### src/rtl/tok_pol_pkg.sv
package tok_pol_pkg;
  localparam int FRAC_W   = 8;
  localparam int MAN_W    = 8;
  localparam int EXP_W    = 5;
  localparam int ZERO_EXP = 24;
  localparam int MAX_EXP  = 22;

  typedef enum logic [1:0] {
    COL_GREEN  = 2'd0,
    COL_YELLOW = 2'd1,
    COL_RED    = 2'd2
  } color_e;

  localparam logic [1:0] ACT_DROP = 2'b01;
endpackage

### src/rtl/tok_fp_decode.sv
module tok_fp_decode
  import tok_pol_pkg::*;
#(
  parameter int OUT_W = 32
) (
  input  logic [EXP_W-1:0] exp_i,
  input  logic [MAN_W-1:0] man_i,
  output logic [OUT_W-1:0] val_o
);
  logic [EXP_W-1:0] exp_c;

  // value in 1/256 units: (256 + man) << exp
  always_comb begin
    exp_c = (exp_i > EXP_W'(MAX_EXP)) ? EXP_W'(MAX_EXP) : exp_i;
    if (exp_i >= EXP_W'(ZERO_EXP)) val_o = '0;
    else                           val_o = OUT_W'({1'b1, man_i}) << exp_c;
  end
endmodule

### src/rtl/tok_tick_gen.sv
module tok_tick_gen #(
  parameter int CLKS_PER_UNIT = 400,
  parameter int RDIV_W        = 4
) (
  input  logic              clk_i,
  input  logic              rst_ni,
  input  logic [RDIV_W-1:0] div_i,
  output logic              tick_o
);
  localparam int PW = $clog2(CLKS_PER_UNIT + 1);
  localparam int DW = 2 ** RDIV_W;

  logic [PW-1:0] presc_q;
  logic [DW-1:0] div_q;
  logic [DW-1:0] lim;
  logic          unit;

  assign unit   = (presc_q == PW'(CLKS_PER_UNIT - 1));
  assign lim    = (DW'(1) << div_i) - DW'(1);
  assign tick_o = unit && (div_q >= lim);

  always_ff @(posedge clk_i or negedge rst_ni) begin
    if (!rst_ni) begin
      presc_q <= '0;
      div_q   <= '0;
    end else begin
      presc_q <= unit ? '0 : presc_q + PW'(1);
      if (unit) div_q <= tick_o ? '0 : div_q + DW'(1);
    end
  end
endmodule

### src/rtl/tok_cost_calc.sv
module tok_cost_calc
  import tok_pol_pkg::*;
#(
  parameter int LEN_W       = 16,
  parameter int OFF_W       = 8,
  parameter int ADJ_EXP_MAX = 16,
  parameter int CW          = 28
) (
  input  logic [LEN_W-1:0] len_i,
  input  logic [OFF_W-1:0] off_i,
  input  logic             len_mode_i,
  input  logic [EXP_W-1:0] adj_exp_i,
  input  logic [MAN_W:0]   adj_man_i,
  output logic [CW-1:0]    cost_o
);
  logic [LEN_W-1:0]     bytes;
  logic signed [9:0]    adj_base;
  logic [EXP_W-1:0]     ae_c;
  logic signed [CW-1:0] byte_u;
  logic signed [CW-1:0] adj_ext;
  logic signed [CW-1:0] adj_u;
  logic signed [CW-1:0] sum;

  always_comb begin
    bytes = '0;
    if (!len_mode_i && (len_i > LEN_W'(off_i))) bytes = len_i - LEN_W'(off_i);
    byte_u   = $signed(CW'({bytes, {FRAC_W{1'b0}}}));
    adj_base = $signed({1'b0, adj_man_i}) - 10'sd256;
    ae_c     = (adj_exp_i > EXP_W'(ADJ_EXP_MAX)) ? EXP_W'(ADJ_EXP_MAX) : adj_exp_i;
    adj_ext  = {{(CW-10){adj_base[9]}}, adj_base};
    adj_u    = adj_ext <<< ae_c;
    sum      = byte_u + adj_u;
    // floor at one fractional token
    if (sum[CW-1] || (sum == '0)) cost_o = CW'(1);
    else                          cost_o = $unsigned(sum);
  end
endmodule

### src/rtl/tok_bucket.sv
module tok_bucket #(
  parameter int LVL_W = 32,
  parameter int CW    = 28
) (
  input  logic             clk_i,
  input  logic             rst_ni,
  input  logic             tick_i,
  input  logic [LVL_W-1:0] refill_i,
  input  logic [LVL_W-1:0] cap_i,
  input  logic             fire_i,
  input  logic [CW-1:0]    cost_i,
  output logic             fits_o
);
  localparam int CMP_W = ((LVL_W > CW) ? LVL_W : CW) + 1;

  logic [LVL_W-1:0] level_q, lvl_eff, lvl_ref, lvl_nxt;
  logic [LVL_W:0]   sum;

  always_comb begin
    // reset value all ones reads as "full" for any depth
    lvl_eff = (level_q < cap_i) ? level_q : cap_i;
    sum     = {1'b0, lvl_eff} + {1'b0, refill_i};
    if (tick_i) lvl_ref = (sum > {1'b0, cap_i}) ? cap_i : LVL_W'(sum);
    else        lvl_ref = lvl_eff;
    fits_o  = CMP_W'(lvl_ref) >= CMP_W'(cost_i);
    if (fire_i && fits_o) lvl_nxt = LVL_W'(CMP_W'(lvl_ref) - CMP_W'(cost_i));
    else                  lvl_nxt = lvl_ref;
  end

  always_ff @(posedge clk_i or negedge rst_ni) begin
    if (!rst_ni) level_q <= '1;
    else         level_q <= lvl_nxt;
  end
endmodule

### src/rtl/tok_policer.sv
module tok_policer
  import tok_pol_pkg::*;
#(
  parameter int CLKS_PER_UNIT = 400,
  parameter int RDIV_W        = 4,
  parameter int LEN_W         = 16,
  parameter int OFF_W         = 8,
  parameter int LVL_W         = 32,
  parameter int ADJ_EXP_MAX   = 16
) (
  input  logic              clk_i,
  input  logic              rst_ni,
  input  logic [4:0]        rate_exp_i,
  input  logic [7:0]        rate_man_i,
  input  logic [RDIV_W-1:0] rate_div_i,
  input  logic [4:0]        burst_exp_i,
  input  logic [7:0]        burst_man_i,
  input  logic [4:0]        adj_exp_i,
  input  logic [8:0]        adj_man_i,
  input  logic              len_mode_i,
  input  logic [OFF_W-1:0]  len_off_i,
  input  logic [1:0]        act_green_i,
  input  logic [1:0]        act_yellow_i,
  input  logic [1:0]        act_red_i,
  input  logic              pkt_valid_i,
  output logic              pkt_ready_o,
  input  logic [LEN_W-1:0]  pkt_len_i,
  output logic              res_valid_o,
  input  logic              res_ready_i,
  output logic [1:0]        res_color_o,
  output logic              res_drop_o
);
  localparam int BYTE_UW = LEN_W + FRAC_W;
  localparam int ADJ_UW  = MAN_W + 2 + ADJ_EXP_MAX;
  localparam int CW      = ((BYTE_UW > ADJ_UW) ? BYTE_UW : ADJ_UW) + 2;

  logic             tick;
  logic [LVL_W-1:0] refill, cap;
  logic [CW-1:0]    cost;
  logic             fits, fire;
  color_e           nxt_col, col_q;
  logic [1:0]       act_sel;
  logic             valid_q, drop_q;

  tok_tick_gen #(.CLKS_PER_UNIT(CLKS_PER_UNIT), .RDIV_W(RDIV_W)) u_tick (
    .clk_i(clk_i), .rst_ni(rst_ni), .div_i(rate_div_i), .tick_o(tick)
  );

  tok_fp_decode #(.OUT_W(LVL_W)) u_rate_dec (
    .exp_i(rate_exp_i), .man_i(rate_man_i), .val_o(refill)
  );

  tok_fp_decode #(.OUT_W(LVL_W)) u_burst_dec (
    .exp_i(burst_exp_i), .man_i(burst_man_i), .val_o(cap)
  );

  tok_cost_calc #(.LEN_W(LEN_W), .OFF_W(OFF_W), .ADJ_EXP_MAX(ADJ_EXP_MAX), .CW(CW)) u_cost (
    .len_i(pkt_len_i), .off_i(len_off_i), .len_mode_i(len_mode_i),
    .adj_exp_i(adj_exp_i), .adj_man_i(adj_man_i), .cost_o(cost)
  );

  tok_bucket #(.LVL_W(LVL_W), .CW(CW)) u_bucket (
    .clk_i(clk_i), .rst_ni(rst_ni), .tick_i(tick), .refill_i(refill), .cap_i(cap),
    .fire_i(fire), .cost_i(cost), .fits_o(fits)
  );

  assign pkt_ready_o = !valid_q || res_ready_i;
  assign fire        = pkt_valid_i && pkt_ready_o;

  always_comb begin
    nxt_col = fits ? COL_GREEN : COL_RED;
    unique case (nxt_col)
      COL_GREEN:  act_sel = act_green_i;
      COL_YELLOW: act_sel = act_yellow_i;
      default:    act_sel = act_red_i;
    endcase
  end

  always_ff @(posedge clk_i or negedge rst_ni) begin
    if (!rst_ni) begin
      valid_q <= 1'b0;
      col_q   <= COL_GREEN;
      drop_q  <= 1'b0;
    end else if (fire) begin
      valid_q <= 1'b1;
      col_q   <= nxt_col;
      drop_q  <= (act_sel == ACT_DROP);
    end else if (res_ready_i) begin
      valid_q <= 1'b0;
    end
  end

  assign res_valid_o = valid_q;
  assign res_color_o = col_q;
  assign res_drop_o  = drop_q;
endmodule

### config.mk
export PLATFORM = sky130hd
export DESIGN_NAME = tok_policer
export DESIGN_NICKNAME = d
export VERILOG_FILES = /design/src/rtl/tok_pol_pkg.sv /design/src/rtl/tok_fp_decode.sv /design/src/rtl/tok_tick_gen.sv /design/src/rtl/tok_cost_calc.sv /design/src/rtl/tok_bucket.sv /design/src/rtl/tok_policer.sv
export SDC_FILE = /design/constraint.sdc
export NUM_CORES = 1
export LEC_CHECK = 0
export BUFFER_PORTS_ARGS = -buffer_cell sky130_fd_sc_hd__clkbuf_2
export CAP_MARGIN = 15
export CORE_AREA = 2 2 167 169
export DETAILED_ROUTE_END_ITERATION = 10
export DIE_AREA = 0 0 169 171
export PLACE_DENSITY = 0.61
export SLEW_MARGIN = 20
export SYNTH_ARGS = -nofsm -noshare
export SYNTH_HDL_FRONTEND = slang
export SYNTH_SLANG_ARGS = --single-unit
### constraint.sdc
create_clock -name clk_i -period 9.8 [get_ports clk_i]
set_clock_uncertainty 0.1 [all_clocks]
set_input_delay 1.47 -clock clk_i [delete_from_list [all_inputs] [get_ports clk_i]]
set_output_delay 1.47 -clock clk_i [all_outputs]
set_load 0.005 [all_outputs]
======== After elaboration in Yosys (flattened, before gate mapping) ========
Cells that the tools add are included.
cells by class
  $add $sub $neg .......................... 8
  $mul .................................... 0
  div/mod/pow operators ................... 0
  order comparisons ....................... 10
  equality and inequality tests ........... 3
  shift-type cells ........................ 4
  multiplexer cells ....................... 17
  bitwise logic cells ..................... 0
  reduce and logical (&&, ||, !) cells .... 11
operator list
  kind                                                                  number
  32-bit two-way mux                                                    6
  9-bit by 5-bit left shift with 32-bit output                          2
  32-bit by 32-bit adder with 33-bit output                             1
  33-bit by 32-bit > comparator with 1-bit output                       1
  32-bit by 28-bit >= comparator with 1-bit output                      1
  32-bit less-than comparator                                           1
  16-bit two-way mux                                                    2
  32-bit by 28-bit subtractor with 32-bit output                        1
  25-bit by 28-bit adder with 28-bit output                             1
  28-bit logical NOT                                                    1
  28-bit two-way mux                                                    1
  10-bit by 5-bit <<< shifter with 28-bit output                        1
  16-bit by 1-bit adder with 16-bit output, second input constant       1
  16-bit >= comparator                                                  1
  16-bit by 8-bit > comparator with 1-bit output                        1
  1-bit by 4-bit left shift with 16-bit output, first input constant    1
  16-bit by 2-bit subtractor with 16-bit output, second input constant  1
  16-bit by 8-bit subtractor with 16-bit output                         1
  5-bit > comparator, second input constant                             3
  5-bit two-way mux                                                     3
  5-bit >= comparator, second input constant                            2
  9-bit by 9-bit subtractor with 10-bit output, second input constant   1
  9-bit by 1-bit adder with 9-bit output, second input constant         1
  9-bit equality test, second input constant                            1
  10 further kinds                                                      17
storage, ports and cells
  register bits ........................... 61
  latch bits .............................. 0
  memory bits (writable) .................. 0
  memory bits (read-only) ................. 0
  output and inout bits ................... 5
  logic and storage cells ................. 59
  memories kept ........................... 0

======== Logic depth before layout (Yosys ltp) ========
  word-level depth ........................ 15
  mapped depth ............................ 56
  mapped depth without buffers ............ 50

======== Hierarchy ========
A second synthesis with hierarchy kept.
unflattened totals
  cell total of the unflattened synthesis .. 1724
  area total of the unflattened synthesis .. 13047.5 um^2
modules (own cells, without submodules)
  module         times used  cells each  area each (um^2)
  tok_bucket     1           902         7104.3
  tok_cost_calc  1           358         2336.0
  tok_tick_gen   1           201         1829.3
  tok_fp_decode  2           124         805.8
  tok_policer    1           15          166.4

======== Least setup slack after synthesis ========
Ideal clock, no wire load.
  path kind ............................... input to register
  from .................................... input port burst_exp_i[3]
  to ...................................... register u_bucket.level_q[11]
  arrival ................................. 11.824 ns
  data required time ...................... 9.615 ns
  slack ................................... -2.209 ns
  stages on the path ...................... 51
  buffers on the path ..................... 8
  path through ............................ clkbuf_1 -> a21oi_1 -> o21ai_1 -> buf_2 -> mux4_2 -> mux2i_1 -> o22ai_1 -> inv_1 -> ha_1 -> a21oi_1 -> o21ai_0 -> o221a_2 -> a2111oi_0 -> nand3_2 -> buf_2 -> buf_2 -> buf_4 -> nand2_1 -> [... 15 more ...] -> o21ai_0 -> a2bb2oi_1 -> a21oi_1 -> buf_2 -> buf_2 -> mux2i_1 -> a21oi_1 -> ha_1 -> a21o_1 -> a221oi_1 -> a21oi_1 -> a21oi_1 -> o2111ai_1 -> nand2_1 -> and4_1 -> a31oi_4 -> buf_6 -> mux2_1
between the ends
  word-level cells in the longest chain between the ends .. 13
RTL lines
  element                                           line                 source
  from (decl)                                       tok_policer.sv:16    input logic [4:0] burst_exp_i,
  5-bit > comparator                                tok_fp_decode.sv:14  exp_c = (exp_i > EXP_W'(MAX_EXP)) ? EXP_W'(MAX_EXP) : exp_i;
  5-bit two-way mux                                 tok_fp_decode.sv:14
  9-bit by 5-bit left shift with 32-bit output      tok_fp_decode.sv:16  else val_o = OUT_W'({1'b1, man_i}) << exp_c;
  32-bit two-way mux *                              tok_fp_decode.sv:15  if (exp_i >= EXP_W'(ZERO_EXP)) val_o = '0;
  32-bit less-than comparator                       tok_bucket.sv:21     lvl_eff = (level_q < cap_i) ? level_q : cap_i;
  32-bit two-way mux                                tok_bucket.sv:21
  32-bit by 32-bit adder with 33-bit output         tok_bucket.sv:22     sum = {1'b0, lvl_eff} + {1'b0, refill_i};
  33-bit by 32-bit > comparator with 1-bit output   tok_bucket.sv:23     if (tick_i) lvl_ref = (sum > {1'b0, cap_i}) ? cap_i : LVL_W'(sum);
  32-bit two-way mux                                tok_bucket.sv:23
  32-bit two-way mux *                              tok_bucket.sv:23
  32-bit by 28-bit >= comparator with 1-bit output  tok_bucket.sv:25     fits_o = CMP_W'(lvl_ref) >= CMP_W'(cost_i);
  1-bit logical AND                                 tok_bucket.sv:26     if (fire_i && fits_o) lvl_nxt = LVL_W'(CMP_W'(lvl_ref) - CMP_W'(cost_i));
  32-bit two-way mux *                              tok_bucket.sv:26
  named net u_bucket.lvl_nxt[11]                    tok_bucket.sv:16     logic [LVL_W-1:0] level_q, lvl_eff, lvl_ref, lvl_nxt;
  to (signal assigned)                              tok_bucket.sv:32     else level_q <= lvl_nxt;
  to (decl)                                         tok_bucket.sv:16
The timed path passes the listed nets; every way through them passes the cells marked *.
A chain may end at the register's enable or synchronous reset.

======== Worst setup path in the final report ========
  from .................................... input port burst_exp_i[3]
  to ...................................... register u_bucket.level_q[25]
The elaborated chain is that of the path after synthesis.

==> results_tabular.tex <==
\begin{tabular}{lr}
\hline
Metric & Value \\
\hline
\multicolumn{2}{l}{\textbf{Timing}} \\
\quad Worst hold slack & approximately 0.36 ns \\
\quad Period utilization & 1.10 \\
\quad Sum of negative setup slack & -31.22 ns \\
\quad RSZ-0062 raised after global routing & true \\
\quad Final hold viol count & 0 \\
\quad Highest achievable clock rate & 92.7 MHz \\
\quad Slew at the pin with the worst max-slew slack & 0.922 ns \\
\quad Final critical-path required period & 10.79 ns \\
\quad Final number of max-transition violations & 0 \\
\quad Setup Viol. Count Final & 34 \\
\quad Final critical-path setup slack & -0.985 ns \\
\quad Relative slew slack & 0.385 \\
\multicolumn{2}{l}{\textbf{Drt}} \\
\quad Detailed router's first-iteration violation count & 1066 \\
\quad WL per Instance & 17.6 um \\
\quad Post-route DRC & 0 \\
\quad DR vias & 13.8k \\
\quad Average vias per placed instance & 5.71 \\
\quad Detailed-router iteration count before antenna repair & 5 \\
\quad Remaining number of nets flagged by the antenna check after routing & 0 \\
\quad Total Wirelength & around 42000 um \\
\multicolumn{2}{l}{\textbf{Power}} \\
\quad Power share of the combinational group & 0.866 \\
\quad Maximum ir drop on the vdd rail & 176 uV \\
\quad Power density of the placed cells & 351 nW/um\^{}2 \\
\quad Fraction of power consumed by the clock network & 0.064 \\
\quad Int Power & $\sim$3400 uW \\
\quad Power spent charging and discharging nets & 2750 uW \\
\quad Proportion of power drawn by flip-flops and latches & 0.070 \\
\quad Switching portion of total power & 0.447 \\
\quad Power, Total & 6140 uW \\
\quad Leakage component of the power & 0.00797 uW \\
\multicolumn{2}{l}{\textbf{Clock tree}} \\
\quad H-Tree Depth & 3 \\
\quad Hold buffer count at cts & 0 \\
\quad Root buffer cell & sky130\_fd\_sc\_hd\_\_clkbuf\_16 \\
\quad Total CTS buffers & 9 \\
\quad Clock slew seen by the registers of the worst setup and hold paths & 0.05 ns \\
\quad Source-to-sink clock delay at the later pin of the worst-skew pair & 0.34 ns \\
\quad Maximum clock path buffer count & 2 \\
\quad Clock tree from TritonCTS & built \\
\quad Num Clock Sinks & 60 \\
\multicolumn{2}{l}{\textbf{Die}} \\
\quad Floorplan row count & 61 \\
\quad Area enclosed by the die boundary & slightly below 30000 sq um \\
\quad Initial core utilization & 0.441 \\
\quad Die Wd & 169 um \\
\quad Top-level I/O count & 84 \\
\quad Core region area & 27300 sq um \\
\quad Chip height & 171 um \\
\multicolumn{2}{l}{\textbf{Job}} \\
\quad Max\_cap viols & 0 \\
\multicolumn{2}{l}{\textbf{Critical path}} \\
\quad Reg2Reg Depth & between 40 and 50 \\
\quad Worst path bufs/invs & 10 \\
\quad CP Class & in -> reg \\
\quad Worst endpoint data arrival time & 10.95 ns \\
\quad Required time of the worst setup path & 9.96 ns \\
\quad R2R setup slack & 0.94 ns \\
\quad Critical R2R Launch & u\_bucket.level\_q[28] \\
\quad End of the worst register-to-register path & u\_bucket.level\_q[25] \\
\quad Setup crit end kind & flop \\
\quad Standard cell with the maximum stage delay on the critical path & sky130\_fd\_sc\_hd\_\_ha\_2 \\
\quad Worst stage delay on the critical path & $\sim$0.4 ns \\
\quad Max FO, Critical Path & 6 \\
\quad Crit-path leading delay family & compound AO/OA/AOI/OAI gates \\
\quad Worst setup startpoint & burst\_exp\_i[3] \\
\quad Worst setup SP type & input pin \\
\multicolumn{2}{l}{\textbf{Yosys}} \\
\quad Asr flop ratio synth & 1.00 \\
\quad Netlist area before placement & 12100 sq um \\
\quad Number of enable flip-flop cells after synthesis & 0 \\
\quad Area share of xor/xnor cells in the synthesized design & 0.0697 \\
\quad Flip-flop and latch count after synthesis & 60 \\
\quad Number of synthesis warnings & 0 \\
\quad Fraction of synthesized area in multiplexers & 0.101 \\
\quad Arithmetic-cell share of the synthesized area counting full adders, half adders and majority gates & 0.178 \\
\quad Most used flip-flop cell after synthesis & sky130\_fd\_sc\_hd\_\_dfstp\_2 \\
\quad Largest family of logic cells by synthesized area & compound AO/OA/AOI/OAI gates \\
\quad Sequential cell area fraction in the yosys report & 0.128 \\
\quad Area fraction in and, or, nand and nor cells after synthesis & 0.220 \\
\quad Post-synthesis cell type count & 90 \\
\quad Avg Cell Area, Syn & $\sim$7.4 sq um \\
\quad Compound-gate portion of the synthesized area & 0.247 \\
\quad Cell count after synthesis & roughly 1.6k \\
\multicolumn{2}{l}{\textbf{Place}} \\
\quad Total cell area at the placement stage & 15500 sq um \\
\quad Count of placed standard cells including taps & 2354 \\
\quad Weighted congestion at the end of routability-driven global placement & 0.972 \\
\quad IO buf count & 80 \\
\quad Dpl hpwl & 33700 um \\
\multicolumn{2}{l}{\textbf{Layout}} \\
\quad Fraction of final layout cells with drive strength greater than 1 & 0.378 \\
\quad ANT cells & 0 \\
\quad Non-filler instance count after layout & 2410 \\
\quad Net total in the final layout & 2307 \\
\quad Post-Layout Inst Area & 17500 sq um \\
\quad Area Growth Syn to Fin & 45.1\% \\
\quad Layout filler cell count & between 2k and 2.5k \\
\multicolumn{2}{l}{\textbf{Global route}} \\
\quad First-pass GRT wire length & between 60000 and 70000 um \\
\quad GR Overflow Total & 0 \\
\quad Antenna violations before repair & 0 \\
\quad Aggregate global-route resource usage & 0.284 \\
\quad Pin count of the biggest net entering global routing & 61 \\
\quad Vias in the first global route & 12.9k \\
\multicolumn{2}{l}{\textbf{Hold path}} \\
\quad Cell depth of the worst min-delay path & 1 \\
\quad Worst hold endpoint & u\_tick.presc\_q[0] \\
\quad Min-Delay Startpoint & u\_tick.presc\_q[0] \\
\quad Hold Path Class & reg -> reg \\
\multicolumn{2}{l}{\textbf{Status}} \\
\quad Run status & finished, violations left \\
\quad Violated checks & setup timing \\
\hline
\end{tabular}
Yosys cell counts, types with 5 or more instances:
library cell                 n  area share
sky130_fd_sc_hd__o21ai_1    10      0.0042
sky130_fd_sc_hd__or2_2       5      0.0026
sky130_fd_sc_hd__a21boi_0    5      0.0031
sky130_fd_sc_hd__o22ai_1    18      0.0093
sky130_fd_sc_hd__o31ai_1     8      0.0050
sky130_fd_sc_hd__nor2b_1    29       0.015
sky130_fd_sc_hd__or4_1       6      0.0037
sky130_fd_sc_hd__o21bai_1    7      0.0044
sky130_fd_sc_hd__dfstp_2    32       0.070
sky130_fd_sc_hd__buf_6       5      0.0047
sky130_fd_sc_hd__nor2_1    158       0.049
sky130_fd_sc_hd__nand3_1    54       0.022
sky130_fd_sc_hd__mux2i_1    60       0.050
sky130_fd_sc_hd__buf_2      19      0.0079
sky130_fd_sc_hd__inv_1      86       0.027
sky130_fd_sc_hd__xnor2_1    52       0.038
sky130_fd_sc_hd__a21oi_1   161       0.067
sky130_fd_sc_hd__nand2_1   170       0.053
sky130_fd_sc_hd__buf_1       8      0.0025
sky130_fd_sc_hd__dfrtp_1    28       0.058
sky130_fd_sc_hd__a311oi_1    7      0.0051
sky130_fd_sc_hd__nor4_1      8      0.0042
sky130_fd_sc_hd__o21ai_0    91       0.038
sky130_fd_sc_hd__o211ai_1   12      0.0075
sky130_fd_sc_hd__a211oi_1   21       0.013
sky130_fd_sc_hd__a211o_1     6      0.0044
sky130_fd_sc_hd__mux2_2     30       0.028
sky130_fd_sc_hd__mux2_4     10       0.012
sky130_fd_sc_hd__nor3_1     33       0.014
sky130_fd_sc_hd__ha_1      165        0.17
sky130_fd_sc_hd__xor2_1     44       0.032
sky130_fd_sc_hd__or3_1       9      0.0047
sky130_fd_sc_hd__nand2b_1   23       0.012
sky130_fd_sc_hd__clkbuf_1   38       0.012
sky130_fd_sc_hd__a31oi_1    25       0.013
sky130_fd_sc_hd__a21o_1     40       0.025
sky130_fd_sc_hd__and3_1     14      0.0073
sky130_fd_sc_hd__nand4_1    22       0.011
sky130_fd_sc_hd__o21a_1     18       0.011
repair_timing:
item	in CTS	in global routing
endpoints found under the setup margin	34	34
pin swaps	34	52
buffers inserted	21	18
gates cloned	4	0
gates resized for setup	178	57
through the flow:
stage	setup slack, ns	utilization
after floorplan	-0.843	-
after global placement	-1.44	0.569
after detailed placement	-1.55	0.569
after CTS	-0.709	0.625
after global routing	-1.37	0.640
final	-0.985	0.640
metal layers:
metal,up-vias,track usage,part of all wire
met5,-,0,0
met4,0,0.0803,0.027
met3,71,0.0458,0.062
met2,400,0.484,0.47
met1,6487,0.373,0.44
li1,6800,-,-
registers in the layout (all words and copies together) (netlist names):
name	flops
res_color_o	1
res_drop_o	1
res_valid_o	1
u_bucket.level_q	32
u_tick.div_q	16
u_tick.presc_q	9
power groups by stage:
stage / combinational (uW) / sequential, uW / clock, uW
floorplan: 2680 / 396 / 0
global placement: 4410 / 425 / 0
detailed placement: 4480 / 424 / 0
CTS: 5010 / 428 / 404
global route: 5750 / 434 / 414
finish: 5320 / 430 / 395
how the worst max path moves through the flow:
| stage | endpoint | slack, ns | cells past startpoint |
|---|---|---|---|
| 6_report | u_bucket.level_q[25] | -0.99 | 52 |
| 5_1_grt | u_bucket.level_q[25] | -1.37 | 52 |
| 4_1_cts | u_bucket.level_q[31] | -0.71 | 52 |
| 3_5_place_dp | u_bucket.level_q[30] | -1.55 | 47 |
| 3_3_place_gp | u_bucket.level_q[31] | -1.44 | 51 |
| 2_1_floorplan | u_bucket.level_q[10] | -0.84 | 51 |
worst reg2reg max path: cells and delay by family, from the launching register on:
kind	cells	cell delay, ns
AO/OA/AOI/OAI	19	3.42
AND/OR/NAND/NOR	7	1.43
adder cells (fa/ha/maj)	4	1.27
buffers and inverters	7	1.10
multiplexers	3	0.65
flip-flops	1	0.55
XOR/XNOR	2	0.25
cells by family (layout without fill, tap and decap cells):
logic type | after synthesis | in the layout
AND/OR/NAND/NOR | 559 | 559
AO/OA/AOI/OAI | 475 | 475
adder cells (fa/ha/maj) | 169 | 169
buffers and inverters | 159 | 591
multiplexers | 108 | 108
XOR/XNOR | 96 | 96
flip-flops | 60 | 60
other | 2 | 6
cell type report:
class	count	area (sq um)	area share
clock buffers	9	225	0.0129
flip-flops and latches	60	1540	0.0881
inverters	87	332	0.0190
clock inverters	7	146	0.00837
multi-input cells	1413	11100	0.633
well taps	346	433	0.0248
repair buffers	488	3740	0.214
layout by cell type, fill, tap and decap left out, drive strengths merged, types with 5 or more instances in the layout:
cell / instances
a211o: 6
a211oi: 21
a21boi: 5
a21o: 40
a21oi: 164
a311oi: 7
a31oi: 27
and3: 14
buf: 409
clkbuf: 88
conb: 6
dfrtp: 28
dfstp: 32
ha: 165
inv: 88
mux2: 44
mux2i: 61
nand2: 170
nand2b: 23
nand3: 55
nand4: 22
nor2: 159
nor2b: 30
nor3: 34
nor4: 9
nor4b: 5
o211ai: 12
o21a: 18
o21ai: 102
o21bai: 7
o22ai: 18
o31ai: 8
or2: 7
or3: 9
or4: 7
xnor2: 52
xor2: 44
(Power assumes the default switching activity.)
